**config.mk**
```make
export PLATFORM = sky130hd
export DESIGN_NAME = boot_irq_seq
export DESIGN_NICKNAME = d
export VERILOG_FILES = /design/src/rtl/boot_irq_pkg.sv /design/src/rtl/bis_sync.sv /design/src/rtl/bis_start_fsm.sv /design/src/rtl/bis_nmi_gate.sv /design/src/rtl/bis_vector.sv /design/src/rtl/boot_irq_seq.sv
export SDC_FILE = /design/constraint.sdc
export NUM_CORES = 1
export LEC_CHECK = 0
export BUFFER_PORTS_ARGS = -buffer_cell sky130_fd_sc_hd__buf_2
export CAP_MARGIN = 5
export CORE_MARGIN = 8
export CORE_UTILIZATION = 44
export CTS_CLUSTER_DIAMETER = 100
export DETAILED_ROUTE_END_ITERATION = 10
export PLACE_DENSITY = 0.83
export SETUP_SLACK_MARGIN = 0.3
export SYNTH_ARGS = -nofsm -noshare
export SYNTH_HDL_FRONTEND = slang
export SYNTH_HIERARCHICAL = 1
export SYNTH_SLANG_ARGS = --single-unit
```
**constraint.sdc**
```tcl
create_clock -name clk -period 1.9 [get_ports clk]
set_clock_uncertainty 0.2 [all_clocks]
set_input_delay 0.19 -clock clk [delete_from_list [all_inputs] [get_ports clk]]
set_output_delay 0.19 -clock clk [all_outputs]
set_load 0.02 [all_outputs]
```
**src/rtl/boot_irq_pkg.sv**
```systemverilog
package boot_irq_pkg;
  // Defaults shared by the sequencer and its checker
  localparam int ADDR_W_D      = 20;
  localparam int TYPE_W_D      = 8;
  localparam int ENTRY_BYTES_D = 4;
  localparam int SYNC_STG_D    = 2;
  localparam int MIN_HIGH_D    = 5;
  localparam int START_DLY_D   = 7;
  localparam int NMI_HOLD_D    = 2;
  localparam logic [19:0] BOOT_ADDR_D = 20'hFFFF0;

  typedef enum logic [1:0] {
    ST_OFF  = 2'd0,  // never started, dormant
    ST_RUN  = 2'd1,  // core executing
    ST_HIGH = 2'd2,  // request seen high, width being measured
    ST_SEQ  = 2'd3   // post-request start-up delay
  } seq_state_e;
endpackage

```
**src/rtl/bis_sync.sv**
```systemverilog
module bis_sync #(
  parameter int STAGES = 2
) (
  input  logic clk,
  input  logic rst_n,
  input  logic d_i,
  output logic q_o
);
  logic [STAGES-1:0] sh_q;
  logic [STAGES-1:0] sh_d;

  generate
    if (STAGES == 1) begin : g_one
      always_comb sh_d = d_i;
    end else begin : g_chain
      always_comb sh_d = {sh_q[STAGES-2:0], d_i};
    end
  endgenerate

  always_ff @(posedge clk or negedge rst_n) begin
    if (!rst_n) sh_q <= '0;
    else        sh_q <= sh_d;
  end

  assign q_o = sh_q[STAGES-1];
endmodule

```
**src/rtl/bis_start_fsm.sv**
```systemverilog
module bis_start_fsm
  import boot_irq_pkg::*;
#(
  parameter int MIN_HIGH  = MIN_HIGH_D,
  parameter int START_DLY = START_DLY_D
) (
  input  logic clk,
  input  logic rst_n,
  input  logic req_s_i,   // synchronized reset request
  output logic run_o,
  output logic boot_o,    // dormant or sequencing: NMI hold-off is cleared
  output logic start_o    // first running cycle after a start-up
);
  localparam int WCW = $clog2(MIN_HIGH + 1);
  localparam int DCW = (START_DLY > 1) ? $clog2(START_DLY) : 1;
  localparam logic [WCW-1:0] W_MIN  = WCW'(MIN_HIGH);
  localparam logic [DCW-1:0] D_LAST = DCW'(START_DLY - 1);

  seq_state_e     state_q, state_d;
  logic [WCW-1:0] wcnt_q, wcnt_d;
  logic [DCW-1:0] dcnt_q, dcnt_d;
  logic           ok_q, ok_d;      // core has a completed start-up to resume
  logic           start_q, start_d;

  always_comb begin
    state_d = state_q;
    wcnt_d  = wcnt_q;
    dcnt_d  = dcnt_q;
    ok_d    = ok_q;
    start_d = 1'b0;
    case (state_q)
      ST_OFF, ST_RUN: begin
        if (req_s_i) begin
          state_d = ST_HIGH;
          wcnt_d  = WCW'(1);
        end
      end
      ST_HIGH: begin
        if (req_s_i) begin
          if (wcnt_q != W_MIN) wcnt_d = wcnt_q + WCW'(1);
        end else if (wcnt_q == W_MIN) begin
          state_d = ST_SEQ;
          dcnt_d  = '0;
          ok_d    = 1'b0;
        end else begin
          state_d = ok_q ? ST_RUN : ST_OFF;
        end
      end
      ST_SEQ: begin
        if (req_s_i) begin
          state_d = ST_HIGH;
          wcnt_d  = WCW'(1);
        end else if (dcnt_q == D_LAST) begin
          state_d = ST_RUN;
          ok_d    = 1'b1;
          start_d = 1'b1;
        end else begin
          dcnt_d = dcnt_q + DCW'(1);
        end
      end
      default: state_d = ST_OFF;
    endcase
  end

  always_ff @(posedge clk or negedge rst_n) begin
    if (!rst_n) begin
      state_q <= ST_OFF;
      wcnt_q  <= '0;
      dcnt_q  <= '0;
      ok_q    <= 1'b0;
      start_q <= 1'b0;
    end else begin
      state_q <= state_d;
      wcnt_q  <= wcnt_d;
      dcnt_q  <= dcnt_d;
      ok_q    <= ok_d;
      start_q <= start_d;
    end
  end

  assign run_o   = (state_q == ST_RUN);
  assign boot_o  = (state_q == ST_OFF) || (state_q == ST_SEQ);
  assign start_o = start_q;
endmodule

```
**src/rtl/bis_nmi_gate.sv**
```systemverilog
module bis_nmi_gate #(
  parameter int HOLD = 2
) (
  input  logic clk,
  input  logic rst_n,
  input  logic run_i,
  input  logic boot_i,
  input  logic nmi_i,
  output logic en_o,
  output logic take_o
);
  localparam int BCW = $clog2(HOLD + 1);
  localparam logic [BCW-1:0] B_HOLD = BCW'(HOLD);

  logic [BCW-1:0] bcnt_q, bcnt_d;
  logic           prev_q;
  logic           take_q, take_d;
  logic           en;

  assign en = run_i && (bcnt_q == B_HOLD);

  always_comb begin
    bcnt_d = bcnt_q;
    if (boot_i)                          bcnt_d = '0;
    else if (run_i && bcnt_q != B_HOLD)  bcnt_d = bcnt_q + BCW'(1);
    take_d = en && nmi_i && !prev_q;
  end

  always_ff @(posedge clk or negedge rst_n) begin
    if (!rst_n) begin
      bcnt_q <= '0;
      prev_q <= 1'b0;
      take_q <= 1'b0;
    end else begin
      bcnt_q <= bcnt_d;
      prev_q <= nmi_i;
      take_q <= take_d;
    end
  end

  assign en_o   = en;
  assign take_o = take_q;
endmodule

```
**src/rtl/bis_vector.sv**
```systemverilog
module bis_vector #(
  parameter int ADDR_W      = 20,
  parameter int TYPE_W      = 8,
  parameter int ENTRY_BYTES = 4
) (
  input  logic              clk,
  input  logic              rst_n,
  input  logic              en_i,
  input  logic              ack_i,
  input  logic [TYPE_W-1:0] type_i,
  output logic              vld_o,
  output logic [ADDR_W-1:0] addr_o
);
  localparam int SHIFT = $clog2(ENTRY_BYTES);

  logic              cap;
  logic              vld_q;
  logic [ADDR_W-1:0] addr_q, addr_d;

  assign cap = en_i && ack_i;

  always_comb begin
    addr_d = '0;
    addr_d[TYPE_W+SHIFT-1:SHIFT] = type_i;
  end

  always_ff @(posedge clk or negedge rst_n) begin
    if (!rst_n) begin
      vld_q  <= 1'b0;
      addr_q <= '0;
    end else begin
      vld_q <= cap;
      if (cap) addr_q <= addr_d;
    end
  end

  assign vld_o  = vld_q;
  assign addr_o = addr_q;
endmodule

```
**src/rtl/boot_irq_seq.sv**
```systemverilog
module boot_irq_seq
  import boot_irq_pkg::*;
#(
  parameter int          ADDR_W      = ADDR_W_D,
  parameter int          TYPE_W      = TYPE_W_D,
  parameter int          ENTRY_BYTES = ENTRY_BYTES_D,
  parameter int          SYNC_STG    = SYNC_STG_D,
  parameter int          MIN_HIGH    = MIN_HIGH_D,
  parameter int          START_DLY   = START_DLY_D,
  parameter int          NMI_HOLD    = NMI_HOLD_D,
  parameter logic [19:0] BOOT_ADDR   = BOOT_ADDR_D
) (
  input  logic              clk,
  input  logic              rst_n,
  input  logic              rst_req_i,
  input  logic              nmi_i,
  input  logic              ack_i,
  input  logic [TYPE_W-1:0] type_i,
  output logic              core_run_o,
  output logic              fetch_vld_o,
  output logic [ADDR_W-1:0] fetch_addr_o,
  output logic              nmi_en_o,
  output logic              nmi_take_o,
  output logic              vec_vld_o,
  output logic [ADDR_W-1:0] vec_addr_o
);
  logic req_s;
  logic run;
  logic boot;
  logic start;

  bis_sync #(.STAGES(SYNC_STG)) sync_i (
    .clk(clk), .rst_n(rst_n), .d_i(rst_req_i), .q_o(req_s)
  );

  bis_start_fsm #(.MIN_HIGH(MIN_HIGH), .START_DLY(START_DLY)) fsm_i (
    .clk(clk), .rst_n(rst_n), .req_s_i(req_s),
    .run_o(run), .boot_o(boot), .start_o(start)
  );

  bis_nmi_gate #(.HOLD(NMI_HOLD)) nmi_i0 (
    .clk(clk), .rst_n(rst_n), .run_i(run), .boot_i(boot),
    .nmi_i(nmi_i), .en_o(nmi_en_o), .take_o(nmi_take_o)
  );

  bis_vector #(.ADDR_W(ADDR_W), .TYPE_W(TYPE_W), .ENTRY_BYTES(ENTRY_BYTES)) vec_i (
    .clk(clk), .rst_n(rst_n), .en_i(run), .ack_i(ack_i), .type_i(type_i),
    .vld_o(vec_vld_o), .addr_o(vec_addr_o)
  );

  assign core_run_o   = run;
  assign fetch_vld_o  = start;
  assign fetch_addr_o = ADDR_W'(BOOT_ADDR);
endmodule

```
Word level (Yosys, flattened, before mapping):

Index checks and enable logic that the tools add are counted.

* bits in registers: 25
* bits in latches: 0
* memory bits (writable): 0
* ROM bits: 0
* input bits: 13
* output and inout port bits: 45
* logic and storage cells: 74
* memories kept: 0

* add/sub/neg operators: 3
* $mul: 0
* div/mod/pow operators: 0
* magnitude comparators: 0
* equality and inequality tests: 18
* shift operators: 0
* mux-type cells: 26
* bitwise gates (word level): 0
* reduce and logical (&&, ||, !) cells: 16

Operators by type and width (count)
* 3-bit two-way mux: 7
* 2-bit two-way mux: 7
* 2-bit != test, second input constant: 6
* 3-bit one-hot mux with 2 select lines: 2
* 5-bit AND reduction: 2
* 1-bit two-way mux: 8
* 2-bit by 1-bit != test with 1-bit output, second input constant: 4
* 3-bit by 1-bit adder with 3-bit output, second input constant: 2
* 2-bit == test, second input constant: 3
* 3-bit == test, second input constant: 2
* 2-bit one-hot mux with 3 select lines: 1
* 3-bit AND reduction: 2
* 1-bit logical AND: 5
* 2-bit nonzero test: 2
* 3-bit by 2-bit != test with 1-bit output, second input constant: 1
* 3-bit != test, second input constant: 1
* 3-bit OR reduction: 1
* 2-bit by 1-bit adder with 2-bit output, second input constant: 1
* 2-bit by 1-bit == test with 1-bit output, second input constant: 1
* 2-bit logical NOT: 1
* 1-bit one-hot mux with 2 select lines: 1
* 2-bit OR reduction: 1
* 1-bit logical NOT: 1
* 1-bit logical OR: 1

Longest topological paths before layout:

Gate-level depths: netlist (run 1).

* depth in word-level cells: 4
* depth in mapped cells: 6
* depth with buffers taken out: 5

Hierarchy:

Netlist (run 1), hierarchy kept.

By module, submodules not included
* bis_start_fsm: instances 1, cells an instance 72, area each 694.4 sq um, seq. area each 250.2 sq um
* bis_vector: instances 1, cells an instance 32, area each 454.2 sq um, seq. area each 225.2 sq um
* bis_nmi_gate: instances 1, cells an instance 15, area each 196.4 sq um, seq. area each 100.1 sq um
* boot_irq_seq: instances 1, cells an instance 22, area each 157.7 sq um, seq. area each 0.0 sq um
* bis_sync: instances 1, cells an instance 2, area each 50.0 sq um, seq. area each 50.0 sq um

Worst setup path before layout (run 1):

No wires, ideal clock.

* path kind: reg2reg
* start point: register fsm_i.state_q[0]
* end point: register fsm_i.dcnt_q[2]
* library setup time: 121 ps
* data arrival time: 1529 ps
* required time: 1579 ps
* setup slack: 50 ps
* cell stages (with the launch flop): 7
* path buffers: 1
* period minus slack after synthesis: 1850 ps
* cells stage by stage: dfrtp_1 > inv_1 > ha_1 > buf_4 > or3b_4 > and2_4 > o22a_1

* word-level cells in the longest chain between the ends: 3
* elaborated cells on any way between the ends: 9
* classes of those cells: eq/ne: 6; mux: 1; reduce/logical: 2

Ends and longest elaborated chain
* start, declared: line bis_start_fsm.sv:19 `seq_state_e state_q, state_d;`
* start signal, assigned: line bis_start_fsm.sv:73 `state_q <= state_d;`
* 2-bit == test: line bis_start_fsm.sv:31 `case (state_q)`
* 2-bit != test (no source line) (tied with other cells)
* 5-bit AND reduction (no source line)
* end signal, assigned: line bis_start_fsm.sv:75 `dcnt_q <= dcnt_d;`
* end, declared: line bis_start_fsm.sv:21 `logic [DCW-1:0] dcnt_q, dcnt_d;`

Parallel ways exist; a longest one is shown, timed or not.
A chain may end at the register's enable or synchronous reset.

Worst setup path after layout (run 1):

* start point: register fsm_i.state_q[1]
* end point: register fsm_i.ok_q

* elaborated cells on any way between the ends: 9
* classes of those cells: eq/ne: 6; mux: 1; reduce/logical: 2

RTL lines
* 2-bit == test: line bis_start_fsm.sv:31
* 1-bit one-hot mux with 2 select lines *: line bis_start_fsm.sv:31
* via fsm_i.ok_d: line bis_start_fsm.sv:22 `logic ok_q, ok_d;`
* end signal, assigned: line bis_start_fsm.sv:76 `ok_q <= ok_d;`
* end, declared: line bis_start_fsm.sv:22

Mark *: on every way through the listed nets, which the timed path passes. The rest lies on a longest branch.

==> impl_metrics.toml, run 1 <==
[run_status]
status = "finished, final reports clean"

[synthesis]
yosysWarnings = 6
synthFlopType = "dfrtp_1"
synth_edf_count = 0
seq_area_frac_synth_pct = 40.3
async_flop_share_pct = 100
syn_inst = 143
yosys.cell_types.count = 36
synth_area_per_cell_um2 = 10.9
ys_ff_latch = 25
syn_area_um2 = 1550

[placed_design]
dp.final_hpwl_um = 2230
gp_congestion = 0.875
portBuffers = 25
dp_cells = 211

[timing]
period_needed_ps = 1750
hold_viol_final = 0
final_max_slew_viol_count = 0
maxSlewHeadroom_pct = 63.6
fmax_mhz = 573
period_share_pct = 91.9
hold_ws_ps = 149
rsz0062_at_grt = "yes"
fin_tns_setup_ps = 0
worst_slew_pin_slew_ps = 546
setup_viol = 0

[job]
maxCapViolations = 0

[clock_network]
cts_tree = "done"
clkTransAtPathRegs_ps = 140
cts.path.max_buffers = 2
numCtsBuffers = 3
cts_root_buffer = "clkbuf_4"
cts.sinks = 25
htree_num_levels = 1
clk_latency_ps = 330

[finish]
diodes = 0
nNetsFinal = 213
nFillCells = 278
drive_gt1_share_pct = 38.6
mostFrequentLayoutCell = "conb_1"
syn2layout_area_growth_pct = 25.4
mostFrequentLayoutCells = "32 x conb_1, 23 x dfrtp_1, 23 x buf_2, 12 x dlygate4sd3_1"
final_cells = 235

[route]
final_antenna_net_count = 0
vias = 1092
viasPerCell = 4.65
wl_per_cell_um = 14.6
first_iter_violations = 72
firstDrtPassIters = 4
drt_wl_total_um = 3430
drc = 0

[setup_path]
critPathLaunchType = "register"
critPathRequiredTime_ps = 1940
cp_cell_sequence = "ha_2 -> or3b_4 -> and2_4 -> o22a_1"
endpoint_kind = "register"
reg2reg_from = "fsm_i/state_q[1]"
r2r_end = "fsm_i/ok_q"
crit_cells = 4
endpoint = "fsm_i/ok_q"
reg2reg_setup_slack_ps = 150
slowest_stage = "dfrtp_2"
crit_family = "simple AND/OR/NAND/NOR gates"
worst-setup-path-type = "register to register"
worstRegToRegCells = 4
cp_num_buf_inv = 0
critPathLaunch = "fsm_i/state_q[1]"
arrival_ps = 1790
crit_fanout = 5
cpPeakStageDelay_ps = 470

[pwr]
total_leakage_power_nw = 0.996
power.density_nw_per_um2 = 1250
peakVddDrop_v = 0.000627

[global_routing]
antenna_found_initial = 0
grt_pass1_vias = 1070
grt_use_total_pct = 11.5
grt_max_degree = 26
grt.overflow.total = 0
grt_pass1_wl_um = 5000

[floorplan]
ios = 58
core-area_um2 = 3360
die_w_um = 75.4
start_util_pct = 46.2
die_area_um2 = 5690
row_count = 21
die_y_um = 75.4

[min_path]
hold_class = "primary input to async pin"
[where the power goes]
group	internal [W]	switching (W)
clock network	0.0000809	0.000173
logic	0.000636	0.000715
registers	0.000695	0.000142
[worst register-to-register path, delay by kind of cell, from the launching register on]
| kind | cells | cell delay (ps) |
|---|---|---|
| adder cells (fa/ha/maj) | 1 | 210 |
| AND/OR/NAND/NOR | 2 | 580 |
| flip-flops | 1 | 470 |
| AO/OA/AOI/OAI | 1 | 190 |
[how the worst min path moves through the flow]
stage,from,cells past startpoint,slack [ps],endpoint
3_5_place_dp,rst_n,1,10,vec_i/addr_o[7]
6_report,rst_n,2,150,vec_i/addr_o[7]
3_3_place_gp,rst_n,1,9,fsm_i/dcnt_q[1]
2_1_floorplan,rst_n,0,-310,fsm_i/dcnt_q[0]
5_1_grt,sync_i/sh_q[0],0,180,sync_i/sh_q[1]
4_1_cts,sync_i/sh_q[0],0,160,sync_i/sh_q[1]
[what timing repair did]
| item | in CTS | in global routing |
|---|---|---|
| setup buffers | 3 | 4 |
| gates resized for setup | 13 | 17 |
| hold endpoints to repair | 37 | 0 |
| endpoints found under the setup margin | 18 | 21 |
| hold buffers | 12 | 0 |
| pin swaps | 2 | 1 |
| cloned | 0 | 1 |
[layer usage]
layer	vias up	global-route usage (%)	wire (um)
met5	-	0	0
met1	526	13.0	1240
met4	0	4.48	57
met3	9	3.29	279
met2	44	20.0	1850
li1	513	-	-
[metrics by stage]
step	power, W	util [%]	instance area, um2	worst slack [ps]
2_1_floorplan	0.00170	-	1680	105
3_3_place_gp	0.00185	48.0	1620	149
5_1_grt	0.00262	57.9	1950	107
4_1_cts	0.00224	54.5	1830	167
3_5_place_dp	0.00189	48.0	1620	89.0
6_report	0.00244	57.9	1950	154
[registers in the layout (all words and copies together) (netlist names)]
register and flops:
vec_i/vld_o 1, nmi_i0/bcnt_q 2, fsm_i/state_q 2, fsm_i/ok_q 1, fsm_i/dcnt_q 3, vec_i/addr_o 8, fsm_i/start_o 1, nmi_i0/prev_q 1
nmi_i0/take_o 1, sync_i/sh_q 2, fsm_i/wcnt_q 3
[Yosys cell counts, types with 2 or more instances]
master	instances	share of area, %
nor2b_1	3	1.2
a21boi_0	2	0.97
a21oi_1	3	0.97
nand2_1	4	0.97
o22a_1	2	1.1
nand3_1	4	1.3
conb_1	3	0.73
nor2_1	3	0.73
mux2_4	10	9.7
o21ai_0	2	0.64
ha_1	10	8.1
nand4_1	2	0.81
a22o_1	2	1.1
inv_1	12	2.9
o211ai_1	2	0.97
nor3_1	2	0.64
buf_4	33	16
dfrtp_1	25	40
o221ai_1	2	1.1
[kinds of logic (layout without fill, tap and decap cells)]
| group | after synthesis | in the layout | synth area share [%] |
|---|---|---|---|
| AOI/OAI and AO/OA | 21 | 21 | 9.99 |
| buffers and inverters | 46 | 62 | 19.6 |
| and+or+nand+nor | 27 | 28 | 11.0 |
| other | 3 | 32 | 0.725 |
| DFF | 25 | 25 | 40.3 |
| adders and majority gates | 10 | 10 | 8.06 |
| muxes | 11 | 11 | 10.3 |
[cell type report]
class	count	area, um2	area share [%]
timing repair buffer	46	340	17.5
clock buffer	3	22.5	1.16
clock inverter	1	7.51	0.386
tap	46	57.6	2.96
multi-input combinational	102	846	43.4
sequential	25	628	32.3
inverter	12	45.0	2.31
Note: power is estimated with default switching activity, not from simulation.
==> inputs of run 2 (changes only) <==
- ABC_AREA: not set -> 1
==> run 2 against run 1 <==
  * First-iteration DRC count down 43%
  * Sequential cell count unchanged
  * Routed wire length down 6.4%
  * Clock power down 9.1%
==> impl_metrics.toml, run 2 <==
[placed_design]
dp_slack_ps = 288
dp.final_hpwl_um = 2210
place_area_um2 = 1580
portBuffers = 25
gp_congestion = 0.828

[timing]
hold_viol_final = 0
maxSlewHeadroom_pct = 63.4
fmax_mhz = 623
period_share_pct = 84.5
hold_ws_ps = 170
setup_viol = 0
setup_ws_ps = 294
period_needed_ps = 1610
rsz0062_at_grt = "yes"
fin_tns_setup_ps = 0
final_max_slew_viol_count = 0
worst_slew_pin_slew_ps = 549

[min_path]
hold_class = "register to register"
hp-start = "sync_i/sh_q[0]"
min_path_cells = 0
min_to = "sync_i/sh_q[1]"

[clock_network]
cts_tree = "done"
numCtsBuffers = 3
clk_latency_ps = 310
cts_root_buffer = "clkbuf_4"
clkTransAtPathRegs_ps = 130
cts.sinks = 25
cts.path.max_buffers = 2
htree_num_levels = 1

[synthesis]
synth_common_cells = "60 x nand2_1, 32 x buf_4, 25 x dfrtp_1, 21 x nand3_1, 18 x inv_1"
synth-compound-area-share_pct = 1.21
yosysTopAreaCell = "dfrtp_1"
seq_area_frac_synth_pct = 40.4
synth_area_per_cell_um2 = 8.10
async_flop_share_pct = 100
syn_inst = 191
synth.mux.area_fraction_pct = 0
ys_ff_latch = 25
yosysTopAreaCellShare_pct = 40.4
synth_most_common_cell = "nand2_1"
synthXorXnorAreaFrac_pct = 0.566
synth_edf_count = 0
synth_top_family_by_area = "simple AND/OR/NAND/NOR gates"
synth_top_cells_by_area = "dfrtp_1 40%, buf_4 16%, nand2_1 15%"
yosysWarnings = 6
yosys.cell_types.count = 19
synthFlopType = "dfrtp_1"
syn_area_um2 = 1550
synthAdderAreaFrac_pct = 8.08
synth-simple-area-share_pct = 27.2

[pwr]
power_frac_seq_pct = 39.6
total_leakage_power_nw = 1.06
p_int_w = 0.00108
pwr-share-comb_pct = 48.6
peakVddDrop_v = 0.000615
power.density_nw_per_um2 = 1050
switching_share_pct = 44.8
finalPower_w = 0.00196
p_sw_w = 0.000875
pwr-share-clk_pct = 11.8

[setup_path]
reg2reg_setup_slack_ps = 340
reg2reg_from = "fsm_i/state_q[0]"
slowest_stage = "dfrtp_1"
critPathLaunchType = "register"
cpPeakStageDelay_ps = 430
endpoint_kind = "output pin"
cp_cell_sequence = "inv_2 -> ha_4 -> nand2_2 -> inv_2 -> buf_6"
crit_fanout = 4
worst-setup-path-type = "register to output pin"
worstRegToRegCells = 8
r2r_end = "fsm_i/state_q[0]"
arrival_ps = 1220
critPathRequiredTime_ps = 1510
cp_common_cell = "inv_2"

[floorplan]
ios = 58
die_y_um = 75.3
row_count = 21
die_area_um2 = 5670
core-area_um2 = 3360
start_util_pct = 46.0
die_w_um = 75.3

[finish]
nNetsFinal = 261
nFillCells = 321
mostFrequentLayoutCell = "nand2_1"
largest_reg_flops = 8
mostFrequentLayoutCells = "58 x nand2_1, 32 x conb_1, 24 x dfrtp_1, 24 x buf_2, 21 x nand3_1"
drive_gt1_share_pct = 24.9
fin_area_um2 = 1860
diodes = 0
syn2layout_area_growth_pct = 20.1

[route]
first_iter_violations = 41
final_antenna_net_count = 0
vias = 1213
firstDrtPassIters = 6
drt_wl_total_um = 3210
drc = 0
viasPerCell = 4.29
wl_per_cell_um = 11.3

[global_routing]
grt_max_degree = 26
grt.overflow.total = 0
grt_use_total_pct = 12.0
antenna_found_initial = 0
grt_pass1_wl_um = 5350
grt_pass1_vias = 1268

[run_status]
status = "finished, final reports clean"

[job]
maxCapViolations = 0
[run 2: layout make-up]
type                            instances  area [um2]  area share (%)
Sequential cell                        25         627            33.7
Clock inverter                          1        5.00           0.269
Clock buffer                            3        22.5            1.21
Inverter                               20        75.1            4.04
Tap cell                               46        57.6            3.10
Timing Repair Buffer                   47         327            17.6
Multi-Input combinational cell        141         746            40.1
[run 2: worst max-delay path, delay by kind of cell (launching register included)]
| family | cells | cell delay (ps) |
|---|---|---|
| AND/OR/NAND/NOR | 1 | 50 |
| buffers and inverters | 3 | 250 |
| flip-flops | 1 | 430 |
| adder cells (fa/ha/maj) | 1 | 160 |
[run 2: through the flow]
| stage | util, % | std cells |
|---|---|---|
| 2_1_floorplan | - | 220 |
| 3_3_place_gp | 47.1 | 258 |
| 3_5_place_dp | 47.1 | 258 |
| 4_1_cts | 54.1 | 282 |
| 5_1_grt | 55.3 | 283 |
| 6_report | 55.3 | 283 |
[run 2: what timing repair did]
item / CTS / global route
pin swaps: 2 / 0
resized for setup: 9 / 8
endpoints found under the setup margin: 5 / 11
hold buffers: 12 / 0
hold endpoints to repair: 37 / 0
setup buffers: 8 / 1
[run 2: worst max path at each step]
stage / start / end / cells after the start
after floorplan: fsm_i/state_q[1] / vec_i/addr_o[2] / 6
after global placement: fsm_i/state_q[1] / fsm_i/dcnt_q[0] / 7
after detailed placement: fsm_i/state_q[0] / fsm_i/dcnt_q[2] / 8
after CTS: fsm_i/state_q[1] / nmi_en_o / 5
after global routing: fsm_i/state_q[0] / fsm_i/state_q[1] / 8
final: fsm_i/state_q[1] / nmi_en_o / 5
[run 2: logic make-up (layout without fill, tap and decap cells)]
group,Yosys count,count (layout)
compound gates,3,3
xor+xnor,1,1
fa+ha+maj,10,10
buf+inv,54,71
flops,25,25
other cells,3,32
simple gates,95,95
[run 2: layer usage]
metal  wire, um  up-vias  global-route usage [%]
met3        226        2                    3.03
met4         10        0                    4.48
met5          0        -                       0
met2       1710       43                    21.1
li1           -      610                       -
met1       1260      558                    13.5
[run 2: power groups by stage]
stage | clock [W] | sequential [W] | combinational, W
floorplan | 0 | 0.000859 | 0.000575
detailed placement | 0 | 0.000774 | 0.000818
finish | 0.000231 | 0.000774 | 0.000951
CTS | 0.000254 | 0.000767 | 0.000889
global route | 0.000268 | 0.000788 | 0.00108
global placement | 0 | 0.000775 | 0.000794
==> inputs of run 3 (changes only) <==
- clock period: 1.9 -> 1.4 ns (I/O delays scaled with it)
==> run 3 against run 2 <==
  * The flow now finishes with violations (negative hold slack, negative setup slack)
  * Register-to-register slack lost 490 ps
  * First-iteration DRC count fell by 2.4%
  * Sequential share of layout area shrank 3.9 points
  * Routed wire length increased by 9.3%
  * Non-clock buffer count is 7 higher
  * Clock power rose by 57%
  * Utilization up 7.3 points
  * Critical endpoint unchanged
  * Largest cell class unchanged
==> impl_metrics.toml, run 3 (synthesis results as in run 2) <==
[finish]
drive_gt1_share_pct = 34.0
syn2layout_area_growth_pct = 36.0
diodes = 0
mostFrequentLayoutCell = "nand2_1"
nFillCells = 293
final_core_util_pct = 62.6
seq_area_um2 = 627
largest_reg_flops = 8
multi_input_area_um2 = 831
fin_area_um2 = 2100
nNetsFinal = 268
mostFrequentLayoutCells = "50 x nand2_1, 32 x conb_1, 24 x dfrtp_1, 18 x nand3_1, 16 x buf_6"

[route]
vias = 1270
wl_per_cell_um = 12.1
route.met2.wl_um = 1880
route.met3.wl_um = 302
first_iter_violations = 40
drt_wl_total_um = 3510
wl_met1_um = 1290
viasPerCell = 4.38
final_antenna_net_count = 0
top_layer = "met4"
firstDrtPassIters = 4
drc = 0

[setup_path]
cp_cell_sequence = "ha_4 -> nand2_4 -> inv_2 -> buf_6"
slowest_stage = "dfrtp_2"
endpoint_kind = "output pin"
crit_family = "flip-flops"
cp_num_buf_inv = 2
critPathLaunchType = "register"
cpPeakStageDelay_ps = 490
worst-setup-path-type = "register to output pin"
critPathRequiredTime_ps = 1060
arrival_ps = 1230
crit_fanout = 4

[floorplan]
ios = 58
die_y_um = 75.3
core-area_um2 = 3360
row_count = 21
start_util_pct = 46.0
die_area_um2 = 5670
die_w_um = 75.3

[job]
maxCapViolations = 0

[clock_network]
clkTransAtPathRegs_ps = 150
numCtsBuffers = 3
cts_root_buffer = "clkbuf_4"
cts.path.max_buffers = 2
cts_tree = "done"
htree_num_levels = 1
cts_hold_buf = 11
clk_latency_ps = 330
cts.sinks = 25

[global_routing]
grt_max_degree = 26
grt_pass1_vias = 1224
antenna_found_initial = 0
grt.overflow.total = 0
grt_pass1_wl_um = 5510
grt_use_total_pct = 12.5

[timing]
hold_viol_final = 9
setup_ws_ps = -172
fmax_mhz = 636
setup_viol = 20
maxSlewHeadroom_pct = 62.3
period_needed_ps = 1570
worst_slew_pin_slew_ps = 565
hold_ws_ps = -58.9
rsz0062_at_grt = "yes"
period_share_pct = 112
final_max_slew_viol_count = 0

[pwr]
power.density_nw_per_um2 = 1530
p_sw_w = 0.00140
pwr-share-comb_pct = 55.7
p_int_w = 0.00181
switching_share_pct = 43.6
power_frac_seq_pct = 33.0
total_leakage_power_nw = 1.15
peakVddDrop_v = 0.00103
pwr-share-clk_pct = 11.3

[placed_design]
place_area_um2 = 1650
portBuffers = 25
dp.final_hpwl_um = 2360
gp_congestion = 0.837

[run_status]
violations = "negative hold slack, negative setup slack"
status = "finished with violations"

[min_path]
hold_class = "primary input to register"
run 3: path summary, 6_finish.rpt:
check                              endpoint             start  slack [ps]  cells past startpoint
min in group asynchronous     fsm_i/start_o             rst_n         110                      2
max reg2reg                fsm_i/state_q[0]  fsm_i/state_q[0]        -150                      8
max                                nmi_en_o  fsm_i/state_q[0]        -170                      4
max in group asynchronous  fsm_i/state_q[0]             rst_n         490                      2
min reg2reg                  sync_i/sh_q[1]    sync_i/sh_q[0]         170                      0
min                         vec_i/addr_o[6]             ack_i         -60                      3
run 3: layer usage:
metal,vias up,GRT usage (%)
met5,-,0
met4,0,2.99
met3,7,5.53
met2,38,22.0
met1,597,13.4
li1,628,-
run 3: tightest hold or removal path, cell delays in order:
cell     delay (ps)
buf_2           180
nand3_1          90
nand2_1          50
run 3: per-stage QoR:
stage,std cells,power [W],worst slack (ps),TNS (ps)
2_1_floorplan,220,0.00195,-27.8,-166
3_3_place_gp,264,0.00222,-91.8,-793
3_5_place_dp,264,0.00227,-142,-1520
4_1_cts,287,0.00305,-166,-1490
5_1_grt,290,0.00346,-249,-2840
6_report,290,0.00321,-172,-1530
run 3: layout make-up:
cell class | count | area share [%]
clock inverter | 1 | 0.416
inverter | 20 | 3.92
clock buffer | 3 | 1.07
tap | 46 | 2.73
timing repair buffer | 54 | 22.6
sequential | 25 | 29.8
multi-input combinational | 141 | 39.5
run 3: power by group through the flow:
stage               logic [W]  clock network, W  registers (W)
global placement      0.00118                 0        0.00104
floorplan            0.000787                 0        0.00117
finish                0.00179          0.000362        0.00106
CTS                   0.00163          0.000369        0.00104
detailed placement    0.00123                 0        0.00103
global route          0.00198          0.000394        0.00108
run 3: timing repair:
item,in CTS,in global routing
gates resized for setup,44,23
buffers inserted,8,3
pin swaps,7,8
hold endpoints to repair,37,9
setup endpoints to repair,35,35
